--- src/rtl/udc_pkg.sv ---
package udc_pkg;

  typedef enum logic [1:0] {
    ACT_HOLD = 2'd0,
    ACT_INC  = 2'd1,
    ACT_DEC  = 2'd2
  } udc_act_e;

  function automatic int unsigned udc_top_value(input bit decade, input int unsigned width);
    return decade ? 32'd9 : ((32'd1 << width) - 32'd1);
  endfunction

endpackage

--- src/rtl/udc_sync.sv ---
module udc_sync #(
  parameter int unsigned W       = 8,
  parameter int unsigned STAGES  = 2,
  parameter logic [W-1:0] RST_VAL = '0
) (
  input  logic         clk,
  input  logic         rst_n,
  input  logic [W-1:0] d,
  output logic [W-1:0] q
);

  logic [W-1:0] stg [STAGES];

  always_ff @(posedge clk or negedge rst_n) begin
    if (!rst_n) stg[0] <= RST_VAL;
    else        stg[0] <= d;
  end

  for (genvar i = 1; i < STAGES; i++) begin : g_stage
    always_ff @(posedge clk or negedge rst_n) begin
      if (!rst_n) stg[i] <= RST_VAL;
      else        stg[i] <= stg[i-1];
    end
  end

  assign q = stg[STAGES-1];

endmodule

--- src/rtl/udc_edge.sv ---
module udc_edge #(
  parameter int unsigned W       = 2,
  parameter logic [W-1:0] RST_VAL = '1
) (
  input  logic         clk,
  input  logic         rst_n,
  input  logic [W-1:0] lvl,
  output logic [W-1:0] rise
);

  logic [W-1:0] prev_q;

  always_ff @(posedge clk or negedge rst_n) begin
    if (!rst_n) prev_q <= RST_VAL;
    else        prev_q <= lvl;
  end

  assign rise = lvl & ~prev_q;

endmodule

--- src/rtl/udc_core.sv ---
module udc_core
  import udc_pkg::*;
#(
  parameter int unsigned CNT_W = 4,
  parameter logic [CNT_W-1:0] MAX_VAL = 4'd9
) (
  input  logic             clk,
  input  logic             rst_n,
  input  logic             clr,
  input  logic             load_n,
  input  logic [CNT_W-1:0] jam,
  input  logic             up_lvl,
  input  logic             dn_lvl,
  input  logic             up_rise,
  input  logic             dn_rise,
  output logic [CNT_W-1:0] count
);

  udc_act_e         act;
  logic [CNT_W-1:0] count_d;
  logic [CNT_W-1:0] count_q;
  logic             count_en;

  // choose the step: a rise only counts while the opposite line rests high
  always_comb begin
    act = ACT_HOLD;
    if (up_rise && !dn_rise && dn_lvl)      act = ACT_INC;
    else if (dn_rise && !up_rise && up_lvl) act = ACT_DEC;
  end

  always_comb begin
    count_d = count_q;
    if (clr)          count_d = '0;
    else if (!load_n) count_d = jam;
    else begin
      unique case (act)
        ACT_INC:  count_d = (count_q >= MAX_VAL) ? '0 : count_q + 1'b1;
        ACT_DEC:  count_d = (count_q == '0) ? MAX_VAL : count_q - 1'b1;
        default:  count_d = count_q;
      endcase
    end
  end

  assign count_en = clr || !load_n || (act != ACT_HOLD);

  always_ff @(posedge clk or negedge rst_n) begin
    if (!rst_n)        count_q <= '0;
    else if (count_en) count_q <= count_d;
  end

  assign count = count_q;

endmodule

--- src/rtl/udc_flags.sv ---
module udc_flags #(
  parameter int unsigned CNT_W = 4,
  parameter logic [CNT_W-1:0] MAX_VAL = 4'd9
) (
  input  logic [CNT_W-1:0] count,
  input  logic             clr,
  input  logic             load_n,
  input  logic             up_lvl,
  input  logic             dn_lvl,
  output logic             carry_n,
  output logic             borrow_n
);

  logic override;
  logic at_top;
  logic at_zero;

  assign override = clr || !load_n;
  assign at_top   = (count == MAX_VAL);
  assign at_zero  = (count == '0);

  always_comb begin
    carry_n  = 1'b1;
    borrow_n = 1'b1;
    if (!override) begin
      carry_n  = !(at_top && !up_lvl);
      borrow_n = !(at_zero && !dn_lvl);
    end
  end

endmodule

--- src/rtl/updown_dual_clk_counter.sv ---
module updown_dual_clk_counter
  import udc_pkg::*;
#(
  parameter bit          DECADE      = 1'b1,
  parameter int unsigned CNT_W       = 4,
  parameter int unsigned SYNC_STAGES = 2
) (
  input  logic             clk,
  input  logic             rst_n,
  input  logic             up_clk,
  input  logic             dn_clk,
  input  logic             load_n,
  input  logic             clear,
  input  logic [CNT_W-1:0] jam,
  output logic [CNT_W-1:0] count,
  output logic             carry_n,
  output logic             borrow_n
);

  localparam int unsigned TOP_INT = udc_top_value(DECADE, CNT_W);
  localparam logic [CNT_W-1:0] MAX_VAL = TOP_INT[CNT_W-1:0];
  localparam int unsigned SW = CNT_W + 4;
  // bundle layout: {clear, load_n, dn, up, jam}; idle levels as reset values
  localparam logic [SW-1:0] SYNC_RST = {1'b0, 1'b1, 1'b1, 1'b1, {CNT_W{1'b0}}};

  logic [SW-1:0]    raw_bus;
  logic [SW-1:0]    sync_bus;
  logic             clr_s;
  logic             load_n_s;
  logic             up_s;
  logic             dn_s;
  logic [CNT_W-1:0] jam_s;
  logic [1:0]       rise_bus;
  logic             up_rise;
  logic             dn_rise;
  logic [CNT_W-1:0] count_q;

  assign raw_bus = {clear, load_n, dn_clk, up_clk, jam};

  udc_sync #(
    .W      (SW),
    .STAGES (SYNC_STAGES),
    .RST_VAL(SYNC_RST)
  ) u_sync (
    .clk  (clk),
    .rst_n(rst_n),
    .d    (raw_bus),
    .q    (sync_bus)
  );

  assign {clr_s, load_n_s, dn_s, up_s, jam_s} = sync_bus;

  udc_edge #(
    .W      (2),
    .RST_VAL(2'b11)
  ) u_edge (
    .clk  (clk),
    .rst_n(rst_n),
    .lvl  ({dn_s, up_s}),
    .rise (rise_bus)
  );

  assign {dn_rise, up_rise} = rise_bus;

  udc_core #(
    .CNT_W  (CNT_W),
    .MAX_VAL(MAX_VAL)
  ) u_core (
    .clk    (clk),
    .rst_n  (rst_n),
    .clr    (clr_s),
    .load_n (load_n_s),
    .jam    (jam_s),
    .up_lvl (up_s),
    .dn_lvl (dn_s),
    .up_rise(up_rise),
    .dn_rise(dn_rise),
    .count  (count_q)
  );

  udc_flags #(
    .CNT_W  (CNT_W),
    .MAX_VAL(MAX_VAL)
  ) u_flags (
    .count   (count_q),
    .clr     (clr_s),
    .load_n  (load_n_s),
    .up_lvl  (up_s),
    .dn_lvl  (dn_s),
    .carry_n (carry_n),
    .borrow_n(borrow_n)
  );

  assign count = count_q;

endmodule

--- config.mk ---
export PLATFORM = sky130hd
export DESIGN_NAME = updown_dual_clk_counter
export DESIGN_NICKNAME = d
export VERILOG_FILES = /design/src/rtl/udc_pkg.sv /design/src/rtl/udc_sync.sv /design/src/rtl/udc_edge.sv /design/src/rtl/udc_core.sv /design/src/rtl/udc_flags.sv /design/src/rtl/updown_dual_clk_counter.sv
export SDC_FILE = /design/constraint.sdc
export NUM_CORES = 1
export LEC_CHECK = 0
export ABC_AREA = 1
export BUFFER_PORTS_ARGS = -buffer_cell sky130_fd_sc_hd__buf_4
export CORE_MARGIN = 2
export CORE_UTILIZATION = 45
export CTS_BUF_LIST = sky130_fd_sc_hd__clkbuf_4 sky130_fd_sc_hd__clkbuf_8
export DETAILED_ROUTE_END_ITERATION = 10
export PLACE_DENSITY_LB_ADDON = 0.2
export SYNTH_ARGS = -nofsm -noshare
export SYNTH_HDL_FRONTEND = slang
export SYNTH_HIERARCHICAL = 1
export SYNTH_SLANG_ARGS = --single-unit
export TNS_END_PERCENT = 5
--- constraint.sdc ---
create_clock -name clk -period 2.1 [get_ports clk]
set_input_delay 0 -clock clk [delete_from_list [all_inputs] [get_ports clk]]
set_output_delay 0 -clock clk [all_outputs]
set_load 0.01 [all_outputs]
Yosys cells after proc, flatten, opt, wreduce, memory -nomap -nowiden
Cells that the tools add are included.

$add $sub $neg: 2. Magnitude comparators: 1. Eq/ne operators: 4. Muxes and demuxes: 9. Bitwise logic cells: 2. Reductions and logical operators: 18.

Operators with widths (count): 4-bit 2-to-1 mux (4); 4-bit one-hot mux with 2 select lines (1); 1-bit logical NOT (7); 1-bit logical AND (6); 4-bit by 1-bit adder with 4-bit output (second input constant) (1); 4-bit == test (second input constant) (1); 4-bit >= comparator (second input constant) (1); 4-bit logical NOT (1); 2-bit 2-to-1 mux (2); 4-bit by 1-bit inequality test with 1-bit output (second input constant) (1); 4-bit by 1-bit subtractor with 4-bit output (second input constant) (1); 2-bit AND (1); 2-bit by 1-bit == test with 1-bit output (second input constant) (1); 2-bit == test (second input constant) (1); 1-bit logical OR (2); 1-bit 2-to-1 mux (2); 2-bit NOT (1); 2-bit AND reduction (1); 2-bit nonzero test (1).

Register bits after elaboration: 22. Output and inout bits: 6. Logic and storage cells: 40.

Depth between registers and ports, before layout
Depth after elaboration: 11. Depth in mapped cells: 11.

Cells and area by module
The synthesis kept the hierarchy.

Modules (own cells, without submodules): udc_sync (instances 1, cells an instance 24, area each 467.9 µm²); udc_core (instances 1, cells an instance 71, area each 461.7 µm²); udc_edge (instances 1, cells an instance 6, area each 72.6 µm²); udc_flags (instances 1, cells an instance 16, area each 62.6 µm²).

Worst setup path after synthesis
No wires, ideal clock.

Kind: reg-to-reg. Start point: reg u_core.count_q[0] (netlist: u_core/count[0]). End point: reg u_core.count_q[1] (netlist: u_core/count[1]). Data arrival time: 1277 ps. Data required time: 1984 ps. Path slack: 707 ps. Cell stages (with the launch flop): 11. Path buffers: 0. Cells stage by stage: dfrtp_1 > inv_1 > ha_1 > nand3_2 > nand2_2 > nand2_1 > nand2_1 > nand2_1 > nand2_1 > nand2_1 > nand2_1.

Longest elaborated chain between the ends: 5. Elaborated cells between the ends (all ways): 9. Those cells by class: add/sub (2); order compare (1); mux (5); reduce/logical (1).

RTL lines: start: declaration (line udc_core.sv:21) `logic [CNT_W-1:0] count_q;`; start signal: assignment (line udc_core.sv:48) `else if (count_en) count_q <= count_d;`; 4-bit by 1-bit subtractor with 4-bit output, or another cell as far along (line udc_core.sv:38) `ACT_DEC: count_d = (count_q == '0) ? MAX_VAL : count_q - 1'b1;`; 4-bit 2-to-1 mux, on equally long branches (line udc_core.sv:38, udc_core.sv:37); 4-bit one-hot mux with 2 select lines (*) (line udc_core.sv:36) `unique case (act)`; 4-bit 2-to-1 mux (*) (line udc_core.sv:34) `else if (!load_n) count_d = jam;`; 4-bit 2-to-1 mux (*) (line udc_core.sv:33) `if (clr) count_d = '0;`.

Mark *: on every way between the ends. The rest lies on a longest branch, timed or not. A chain may end at the register's enable or synchronous reset.

Final worst setup path
Start point: reg u_core.count_q[0] (netlist: u_core/count[0]). End point: reg u_core.count_q[2] (netlist: u_core/count[2]).

The elaborated chain is that of the path after synthesis.

==> metrics.yaml <==
gp_congestion: 0.901
relSlewSlack_pct: 77.9
placed_area_um2: 1140
required_ns: 2.29
hp-class: "input pin to async pin"
skew_ns: 0.0107
critical_path.top_delay_family: "flip-flops"
grt_pass1_wl_um: 2950
setup_viol: 0
cp-start-kind: "flip-flop"
vias: 760
insertion_delay_ns: 0.29
synth_area_um2: 1060
end_kind: "flip-flop"
ff_latch_area_um2: 561
yosysTopAreaCell: "dfrtp_1"
yosys-mux-area-fraction_pct: 0
path_cells: "inv_1, ha_1, nand3_2, nand2_2, nand3_1, nand3_1, nand2_1, nand2_1"
port-buffer-count: 15
drt_wl_total_um: 1690
vias_per_cell: 4.63
final_util_pct: 57.5
fillers: 191
cts_sinks: 22
multi_input_area_um2: 369
ant_nets: 0
synth_fa_ha_area_share_pct: 3.53
wl_per_cell_um: 10.3
synth_common_cells: "29 x nand2_1, 14 x dfrtp_1, 11 x inv_1"
maxCapViolCount: 0
hold_viol_final: 0
rows: 17
synth_compound_area_share_pct: 2.94
yosysMostFrequentCell: "nand2_1"
core-area_um2: 2230
die_w_um: 52.6
synth_cell_type_count: 22
ys_ff_latch: 22
syn2layout_area_growth_pct: 20.6
layout.nets: 150
rsz0062_at_grt: "no"
htree_levels: 1
synth_warnings: 6
clockRootBuffer: "clkbuf_4"
post-route-min-period_ns: 1.53
critPathBufInv: 1
fp.dieH_um: 52.6
seq_area_frac_synth_pct: 52.6
worst_pin_slew_ns: 0.331
drc_errors: 0
synthXorXnorAreaFrac_pct: 0.823
clk_pin_slew_ns: 0.12
clockBufferDepth: 2
crit_type: "flip-flop to flip-flop"
period_share_pct: 72.9
overflow: 0
synthArstFlopShare_pct: 100
dp_slack_ns: 0.593
p_per_area_nw_per_um2: 745
drive_gt1_share_pct: 33.1
antenna_found_initial: 0
drt_iter0_drc: 12
antenna_cells: 0
start_util_pct: 47.7
cp.arrival_ns: 1.72
synth-main-ff-cell: "dfrtp_1"
die-area_um2: 2770
grt_max_degree: 23
tns_ns: 0
avgSynthCellArea_um2: 9.10
finalMaxSlewViolations: 0
cts_buffers: 3
cts_resized: 0
fmax_ghz: 0.654
synth_edf_count: 0
grt_usage_pct: 14.7
status: "finished clean"
vdd_drop_max_uv: 501
yosys-top-cells-area: "dfrtp_1 33%, dfstp_2 20%, nand2_1 10%, buf_4 5.6%, inv_1 3.9%"
synth.top_cell.area_share_pct: 32.9
cpPeakStageDelay_ns: 0.53
cts_tree: "built"
dr.pass1.iters: 4
setup_slack_ns: 0.570
synth_top_family_by_area: "simple AND/OR/NAND/NOR gates"
place_hpwl_um: 1220
syn-num-nets: 130
fin_area_um2: 1280
synthSimpleGateAreaFrac_pct: 27.4
slowest_stage: "dfrtp_1"
ioPinCount: 16
grt_pass1_vias: 716
cp_max_fo: 9
leakage_nw: 0.627
netlist_instances: 117
-- flip-flops by register name, summed over array words and instances (netlist names) --
signal / count
u_sync/q: 8
u_edge/prev_q: 2
u_core/count: 4
u_sync/stg: 8
-- logic make-up (layout without fill, tap and decap cells) --
kind of cell,count (synthesis),in the layout
simple gates,60,60
buf+inv,26,45
compound gates,5,5
flops,22,22
fa+ha+maj,3,3
xor+xnor,1,1
-- per-layer routing --
| layer | up-vias | global-route usage (%) | wire, µm |
|---|---|---|---|
| met4 | 0 | 9.40 | 53 |
| met1 | 346 | 16.9 | 757 |
| met3 | 6 | 2.57 | 65 |
| li1 | 388 | - | - |
| met5 | - | 0 | 0 |
| met2 | 20 | 25.0 | 815 |
-- cell usage in the layout (no fill, tap or decap) --
master         instances
ha_1                   3
inv_1                 11
xor2_1                 1
o211ai_1               1
bufinv_16              1
nor2_4                 1
nand3_1                5
nor2_2                 4
o21ai_0                1
clkbuf_4               3
inv_2                  5
o21ai_1                1
nor2_1                10
dfstp_2                8
nand2_1               29
nand3_2                4
a21oi_1                1
dlygate4sd3_1          9
nand4_1                4
o21ai_2                1
buf_4                 15
clkinv_1               1
nand2_2                3
dfrtp_1               14
-- worst paths after layout --
check	from	end	slack, ns	cells after the start
max reg2reg	u_core/count[0]	u_core/count[2]	0.57	8
max	u_core/count[0]	u_core/count[2]	0.57	8
max in group asynchronous	rst_n	u_sync/stg[14]	1.72	2
min in group clk	jam[1]	u_sync/stg[9]	0.34	2
min reg2reg	u_sync/stg[10]	u_sync/q[2]	0.36	0
min	rst_n	u_core/count[3]	0.11	2
-- final cells by class --
type | instances | area share [%]
repair buffers | 24 | 15.8
inverters | 17 | 4.97
flip-flops and latches | 22 | 43.7
clock inverters | 1 | 2.34
clock buffers | 3 | 1.75
multi-input cells | 69 | 28.8
well taps | 28 | 2.73
-- metrics by stage --
stage / hold slack, ns / cells / total power [mW]
floorplan: -0.296 / 117 / 0.599
global placement: -0.106 / 151 / 0.641
detailed placement: -0.103 / 151 / 0.645
CTS: 0.0960 / 164 / 0.972
global route: 0.0999 / 164 / 1.01
finish: 0.106 / 164 / 0.957
-- power by group --
group	internal, mW	switching [mW]	total (mW)
clock	0.193	0.114	0.307
combinational	0.0749	0.0888	0.164
sequential	0.456	0.0306	0.486
-- timing repair --
item,4_1_cts,5_1_grt
hold buffers,9,0
buffers inserted,0,0
hold endpoints to repair,30,0
Note: power is estimated with default switching activity, not from simulation.
